===== src/rtl/spi_reg_pkg.sv =====
package spi_reg_pkg;
  // strobes from the frame controller to the shift datapath
  typedef struct packed {
    logic load;     // frame opened: reload output shifter
    logic shiftIn;  // take one command bit
    logic launch;   // advance output shifter
    logic commit;   // frame closed with the required bit count
  } spiStrobes_t;
endpackage


===== src/rtl/spi_reg_sync.sv =====
module spi_reg_sync #(
  parameter int WIDTH = 3,
  parameter int STAGES = 2,
  parameter logic [WIDTH-1:0] RESET_VAL = '0
) (
  input  logic             clk,
  input  logic             rstN,
  input  logic [WIDTH-1:0] din,
  output logic [WIDTH-1:0] dout
);
  logic [WIDTH-1:0] stage [STAGES];

  for (genvar g = 0; g < STAGES; g++) begin : gStage
    if (g == 0) begin : gFirst
      always_ff @(posedge clk or negedge rstN) begin
        if (!rstN) stage[g] <= RESET_VAL;
        else       stage[g] <= din;
      end
    end else begin : gNext
      always_ff @(posedge clk or negedge rstN) begin
        if (!rstN) stage[g] <= RESET_VAL;
        else       stage[g] <= stage[g-1];
      end
    end
  end

  assign dout = stage[STAGES-1];
endmodule


===== src/rtl/spi_reg_ctrl.sv =====
module spi_reg_ctrl
  import spi_reg_pkg::*;
#(
  parameter int SYNC_STAGES = 2,
  parameter int BASE_BITS = 24,
  parameter int EXT_BITS = 32
) (
  input  logic        clk,
  input  logic        rstN,
  input  logic        csN,
  input  logic        sclk,
  input  logic        sdi,
  input  logic        launchOnRise,
  input  logic        errCheckMode,
  output logic        sdiBit,
  output logic        csActive,
  output spiStrobes_t ctl
);
  localparam int CNT_W = $clog2(EXT_BITS + 1);
  localparam logic [CNT_W-1:0] BASE_CNT = CNT_W'(BASE_BITS);
  localparam logic [CNT_W-1:0] EXT_CNT = CNT_W'(EXT_BITS);

  logic [2:0] syncOut;
  logic csSync, sclkSync;
  logic csPrev, sclkPrev;
  logic frameStart, frameEnd, fallEdge, riseEdge;
  logic [CNT_W-1:0] bitCount, needBits;

  spi_reg_sync #(
    .WIDTH(3),
    .STAGES(SYNC_STAGES),
    .RESET_VAL(3'b100)
  ) uSync (
    .clk (clk),
    .rstN(rstN),
    .din ({csN, sclk, sdi}),
    .dout(syncOut)
  );

  assign csSync   = syncOut[2];
  assign sclkSync = syncOut[1];
  assign sdiBit   = syncOut[0];

  always_ff @(posedge clk or negedge rstN) begin
    if (!rstN) begin
      csPrev   <= 1'b1;
      sclkPrev <= 1'b0;
    end else begin
      csPrev   <= csSync;
      sclkPrev <= sclkSync;
    end
  end

  assign csActive   = ~csSync;
  assign frameStart = csPrev & ~csSync;
  assign frameEnd   = ~csPrev & csSync;
  assign fallEdge   = csActive & sclkPrev & ~sclkSync;
  assign riseEdge   = csActive & ~sclkPrev & sclkSync;
  assign needBits   = errCheckMode ? EXT_CNT : BASE_CNT;

  // saturating count of falling edges in the open frame
  always_ff @(posedge clk or negedge rstN) begin
    if (!rstN) begin
      bitCount <= '0;
    end else if (frameStart) begin
      bitCount <= '0;
    end else if (fallEdge && (bitCount < needBits)) begin
      bitCount <= bitCount + 1'b1;
    end
  end

  always_comb begin
    ctl.load    = frameStart;
    ctl.shiftIn = fallEdge && (bitCount < BASE_CNT);
    ctl.launch  = launchOnRise ? (riseEdge && (bitCount != '0)) : fallEdge;
    ctl.commit  = frameEnd && (bitCount == needBits);
  end
endmodule


===== src/rtl/spi_reg_datapath.sv =====
module spi_reg_datapath
  import spi_reg_pkg::*;
#(
  parameter int ADDR_W = 6,
  parameter int DATA_W = 16
) (
  input  logic              clk,
  input  logic              rstN,
  input  spiStrobes_t       ctl,
  input  logic              sdiBit,
  input  logic [DATA_W-1:0] busRdData,
  output logic              sdoData,
  output logic              busWrEn,
  output logic              busRdEn,
  output logic [ADDR_W-1:0] busAddr,
  output logic [DATA_W-1:0] busWrData
);
  localparam int HDR_W = 2 + ADDR_W;
  localparam int CMD_W = HDR_W + DATA_W;

  logic [CMD_W-1:0]  cmdReg;
  logic [CMD_W-1:0]  sdoShift;
  logic [HDR_W-1:0]  echoHdr;
  logic [DATA_W-1:0] holdData;
  logic              isRead;

  // command shifter, MSB first
  always_ff @(posedge clk or negedge rstN) begin
    if (!rstN) begin
      cmdReg <= '0;
    end else if (ctl.load) begin
      cmdReg <= '0;
    end else if (ctl.shiftIn) begin
      cmdReg <= {cmdReg[CMD_W-2:0], sdiBit};
    end
  end

  assign isRead    = cmdReg[CMD_W-1];
  assign busAddr   = cmdReg[DATA_W +: ADDR_W];
  assign busWrData = cmdReg[DATA_W-1:0];
  assign busWrEn   = ctl.commit & ~isRead;
  assign busRdEn   = ctl.commit & isRead;

  // readback word held for the next frame
  always_ff @(posedge clk or negedge rstN) begin
    if (!rstN) begin
      echoHdr  <= '0;
      holdData <= '0;
    end else if (ctl.commit) begin
      echoHdr  <= cmdReg[CMD_W-1 -: HDR_W];
      holdData <= isRead ? busRdData : '0;
    end
  end

  // output shifter, MSB first, zero fill
  always_ff @(posedge clk or negedge rstN) begin
    if (!rstN) begin
      sdoShift <= '0;
    end else if (ctl.load) begin
      sdoShift <= {echoHdr, holdData};
    end else if (ctl.launch) begin
      sdoShift <= {sdoShift[CMD_W-2:0], 1'b0};
    end
  end

  assign sdoData = sdoShift[CMD_W-1];
endmodule


===== src/rtl/spi_reg_slave.sv =====
module spi_reg_slave
  import spi_reg_pkg::*;
#(
  parameter int ADDR_W = 6,
  parameter int DATA_W = 16,
  parameter int SYNC_STAGES = 2,
  parameter int EXTRA_BITS = 8
) (
  input  logic              clk,
  input  logic              rstN,
  input  logic              csN,
  input  logic              sclk,
  input  logic              sdi,
  input  logic              sdoEnable,
  input  logic              launchOnRise,
  input  logic              errCheckMode,
  output logic              sdoData,
  output logic              sdoOe,
  output logic              busWrEn,
  output logic              busRdEn,
  output logic [ADDR_W-1:0] busAddr,
  output logic [DATA_W-1:0] busWrData,
  input  logic [DATA_W-1:0] busRdData
);
  localparam int BASE_BITS = 2 + ADDR_W + DATA_W;
  localparam int EXT_BITS = BASE_BITS + EXTRA_BITS;

  spiStrobes_t ctl;
  logic sdiBit;
  logic csActive;

  spi_reg_ctrl #(
    .SYNC_STAGES(SYNC_STAGES),
    .BASE_BITS(BASE_BITS),
    .EXT_BITS(EXT_BITS)
  ) uCtrl (
    .clk         (clk),
    .rstN        (rstN),
    .csN         (csN),
    .sclk        (sclk),
    .sdi         (sdi),
    .launchOnRise(launchOnRise),
    .errCheckMode(errCheckMode),
    .sdiBit      (sdiBit),
    .csActive    (csActive),
    .ctl         (ctl)
  );

  spi_reg_datapath #(
    .ADDR_W(ADDR_W),
    .DATA_W(DATA_W)
  ) uData (
    .clk      (clk),
    .rstN     (rstN),
    .ctl      (ctl),
    .sdiBit   (sdiBit),
    .busRdData(busRdData),
    .sdoData  (sdoData),
    .busWrEn  (busWrEn),
    .busRdEn  (busRdEn),
    .busAddr  (busAddr),
    .busWrData(busWrData)
  );

  assign sdoOe = sdoEnable & csActive;
endmodule


===== config.mk =====
export PLATFORM = sky130hd
export DESIGN_NAME = spi_reg_slave
export DESIGN_NICKNAME = d
export VERILOG_FILES = /design/src/rtl/spi_reg_pkg.sv /design/src/rtl/spi_reg_sync.sv /design/src/rtl/spi_reg_ctrl.sv /design/src/rtl/spi_reg_datapath.sv /design/src/rtl/spi_reg_slave.sv
export SDC_FILE = /design/constraint.sdc
export NUM_CORES = 1
export LEC_CHECK = 0
export ABC_AREA = 1
export BUFFER_PORTS_ARGS = -buffer_cell sky130_fd_sc_hd__buf_2
export CELL_PAD_IN_SITES_DETAIL_PLACEMENT = 0
export CELL_PAD_IN_SITES_GLOBAL_PLACEMENT = 2
export CORE_ASPECT_RATIO = 1.25
export CORE_UTILIZATION = 34
export DETAILED_ROUTE_END_ITERATION = 10
export GPL_TIMING_DRIVEN = 0
export HOLD_SLACK_MARGIN = 0.03
export PLACE_DENSITY_LB_ADDON = 0.1
export SETUP_SLACK_MARGIN = 0.05
export SLEW_MARGIN = 20
export SYNTH_ARGS = -nofsm -noshare
export SYNTH_HDL_FRONTEND = slang
export SYNTH_HIERARCHICAL = 1
export SYNTH_SLANG_ARGS = --single-unit

===== constraint.sdc =====
create_clock -name clk -period 2.1 [get_ports clk]
set_input_delay 0.105 -clock clk [delete_from_list [all_inputs] [get_ports clk]]
set_output_delay 0.105 -clock clk [all_outputs]
set_load 0.01 [all_outputs]

=== After elaboration in Yosys (flattened, before gate mapping) ===
Cells that the tools add are included.
W data, S select, Z words.

* Bitwise gates (word level): 14
* Equality and inequality tests: 1
* Muxes and demuxes: 9
* Reductions and logical operators: 8
* Magnitude comparators: 2
* Add/sub/neg operators: 1

{| class="wikitable"
|+ Operator list
! cell !! count
|-
| $mux W24 || 4
|-
| $mux W6 || 3
|-
| $mux W16 || 1
|-
| $and A1 B1 Y1 || 9
|-
| $add A6 B1 Y6 const B || 1
|-
| $eq A6 B6 Y1 || 1
|-
| $lt A6 B5 Y1 const B || 1
|-
| $lt A6 B6 Y1 || 1
|-
| $reduce_bool A2 Y1 || 3
|-
| $reduce_bool A6 Y1 || 1
|-
| $not A1 Y1 || 5
|-
| $logic_and A1 B1 Y1 || 4
|-
| $mux W1 || 1
|}

* Input port bits: 24
* Logic and storage cells: 44
* Register bits: 86
* Output and inout bits: 26

=== Longest topological paths before layout ===
* Word-level depth: 7
* Depth in mapped cells: 13
* Depth with buffers taken out: 9

=== Cells and area by module ===
The synthesis kept the hierarchy.

{| class="wikitable"
|+ Modules (own cells, without submodules)
! module !! instances !! cells an instance !! area each (µm²)
|-
| spi_reg_datapath || 1 || 406 || 3,270.6
|-
| spi_reg_ctrl || 1 || 70 || 569.3
|-
| spi_reg_sync || 1 || 9 || 175.2
|-
| spi_reg_slave || 1 || 2 || 7.5
|}

=== Least setup slack after synthesis ===
OpenSTA, ideal clock, no wires.

* Kind: register to register
* Start: register uCtrl.bitCount[5]
* End: register uData.holdData[6]
* Setup slack: 433 ps
* Stages on the path, launching flop included: 10
* Arrival: 1,603 ps
* Data required time: 2,035 ps
* Setup time: 65 ps
* Cells stage by stage: dfrtp_1 > ha_1 > nand2_1 > nor4_1 > buf_4 > nand2_1 > inv_2 > buf_4 > nand2_1 > nand2_1

{| class="wikitable"
|+ RTL lines
! element !! line !! text
|-
| start: declaration || spi_reg_ctrl.sv:27 || <nowiki>logic [CNT_W-1:0] bitCount, needBits;</nowiki>
|-
| start signal: assignment || spi_reg_ctrl.sv:68 || <nowiki>bitCount <= bitCount + 1'b1;</nowiki>
|-
| end signal: assignment || spi_reg_datapath.sv:51 || <nowiki>holdData <= isRead ? busRdData : '0;</nowiki>
|-
| end: declaration || spi_reg_datapath.sv:24 || <nowiki>logic [DATA_W-1:0] holdData;</nowiki>
|}

==> run metrics <==
outcome=complete, no violations; Tot GR Track Use=0.162; Syn Inst Count=487; largest net degree at the start of global routing=70; Worst-Margin Slew=0.583 ns; Synth top area share=0.516; CTS tree=yes; sequential share of the synthesized area=0.536; Cell Pwr Density=819 nW/µm²; CORE AREA=11,600 µm²; commonest non-fill, non-tap cell in the layout=nand2_1; routed via count=3,230; Die Area=12,300 µm²; Layout Nets=606; Starting Density=0.348; FF+latch count, synth=86; number of synthesized flops with an enable pin=0; 1st-pass router iterations=4; routed len/inst=12.5 µm; Final Hold Viols=0; Post-Syn Nets=516; Period minus WS final=1.98 ns; Peak VDD IR=297 µV; reg2reg path depth=9; WHS=0.177 ns; Synth area leader=dfrtp_1; reg2reg end=uData/holdData[1]; Tcrit/Tclk final=0.942; CTS sink count=86; total CTS buffers=9; Leak Pwr=2.87 nW; CTS Root Buffer Type=clkbuf_16; Clock Latency Late Sink=0.33 ns; FF-to-FF setup slack=0.20 ns; Via-to-Cell Ratio=4.49; I/O Pins=50; Ys Warns=6; number of global-route vias before repair=3,289; r2r startpoint=uCtrl/bitCount[5]; Netlist cell types=27; antenna violations before repair=0; Post-Layout Inst Area=5120 µm²; placed cell areas=4470 µm²; relative slew slack=0.608; Detailed Route Iter0 Violations=108; post-synthesis cell area=4020 µm²; Final Max Tran Viols=0; row count=44; final setup violation count=0; DP HPWL=5920 µm; Data required, critical path=2.00 ns; clk slew on worst S/H paths=0.06 ns; die height=124 µm; kind of launch point of the worst setup path=register; worst path arrival time=1.87 ns; crit-path max FO=6; ys async rst share=1.00; PortBufs=49; final wirelength=9010 µm; Die Wd=99.3 µm; GRT overflow=0; setup ws final=0.121 ns; CP Class=register to primary output; worst slack at placement=-0.0918 ns; maxcap violations=0; skew final=0.00708 ns; H-tree depth=3; fin util=0.443; min-delay worst type=input port to async pin; Fmax=505 MHz; Antenna Cells=0; DRC Markers=0; Syn Area/Cell=8.26 µm²; first-pass GRT wire length=15,500 µm; ranking of synthesized cells by area=dfrtp_1 (52%), nand2_1 (21%), buf_4 (5.2%); RSZ-0062 raised after global routing=false; area grow syn2layout=27.2%; GPL Wtd Cong=0.702; ys flop type=dfrtp_1; Routed Antenna Nets=0; critical path endpoint category=primary output; layout cells sized above 1=0.258; most frequent cells in the layout=nand2_1 (219), dfrtp_1 (81), buf_2 (55); Max Buffers Root-to-Sink=2
==> synthesized netlist by cell type (2+ instances only) <==
master      n
o21ai_0    16
dfrtp_1    83
inv_2       6
buf_2       9
nand2_2     7
dfstp_2     3
nor3_1      2
o21ai_1    12
nand3_1     9
xor2_1      3
inv_1      11
buf_6       7
nor2_1     53
nand2_1   221
ha_1        5
clkbuf_1    2
buf_4      28
==> how the worst max path moves through the flow <==
| stage | from | to | slack, ns |
|---|---|---|---|
| finish | uCtrl/bitCount[5] | busWrEn | 0.12 |
| global route | uCtrl/bitCount[5] | busWrEn | 0.05 |
| CTS | uCtrl/bitCount[3] | busRdEn | 0.04 |
| detailed placement | uCtrl/bitCount[3] | busRdEn | -0.09 |
| global placement | uCtrl/bitCount[5] | busRdEn | -0.11 |
| floorplan | uCtrl/bitCount[5] | uData/holdData[6] | 0.43 |
==> per-layer routing <==
metal  vias to the layer above  global-route usage  part of all wire
met5                         -                   0                 0
met4                         0              0.0524             0.014
met3                        10              0.0387             0.026
met2                        38               0.276              0.49
met1                      1537               0.203              0.47
li1                       1645                   -                 -
==> sequential cells by signal (all words and copies together) (netlist names) <==
signal             cells
uCtrl/bitCount         6
uData/holdData        16
uData/cmdReg          24
uCtrl/csPrev           1
uCtrl/uSync/stage      3
uData/sdoShift        24
uCtrl/uSync/dout       3
uData/echoHdr          8
uCtrl/sclkPrev         1
==> logic make-up (layout without fill, tap and decap cells) <==
family / after synthesis / count (layout) / synth area share
AO/OA/AOI/OAI: 30 / 30 / 0.0389
buffers and inverters: 63 / 158 / 0.101
AND/OR/NAND/NOR: 300 / 300 / 0.302
adder cells (fa/ha/maj): 5 / 5 / 0.0156
flip-flops: 86 / 86 / 0.536
XOR/XNOR: 3 / 3 / 0.00653
==> power breakdown <==
part / internal [mW] / switching (mW)
clock network: 0.986 / 0.635
logic: 0.291 / 0.312
registers: 1.84 / 0.123
total: 3.12 / 1.07
==> metrics by stage <==
stage                     setup TNS, ns  power (mW)  instances
after floorplan                       0        2.35        487
after global placement           -0.524        2.55        674
after detailed placement         -0.404        2.56        675
after CTS                             0        4.25        716
after global routing                  0        4.43        720
final                                 0        4.19        720
==> worst max-delay path: stages (launching register included) <==
cell and delay [ns]:
dfrtp_2 0.44, ha_4 0.28, nand2_2 0.06, nor4_4 0.22, buf_4 0.22, clkinv_8 0.08, nor2_4 0.12, buf_6 0.11
==> what timing repair did <==
| item | in CTS | in global routing |
|---|---|---|
| endpoints found under the hold margin | 105 | 0 |
| hold buffers | 20 | 0 |
| buffers inserted | 7 | 4 |
| endpoints found under the setup margin | 11 | 12 |
| pin swaps | 1 | 3 |
| resized for setup | 11 | 7 |
==> final cells by class <==
class	count	area (µm²)
fillers	1171	6440
flip-flops and latches	86	2160
multi-input cells	338	1510
repair buffers	81	568
plain buffers	44	329
clock buffers	13	260
well taps	138	173
inverters	17	78.8
clock inverters	3	42.5
Note: power is estimated with default switching activity, not from simulation.
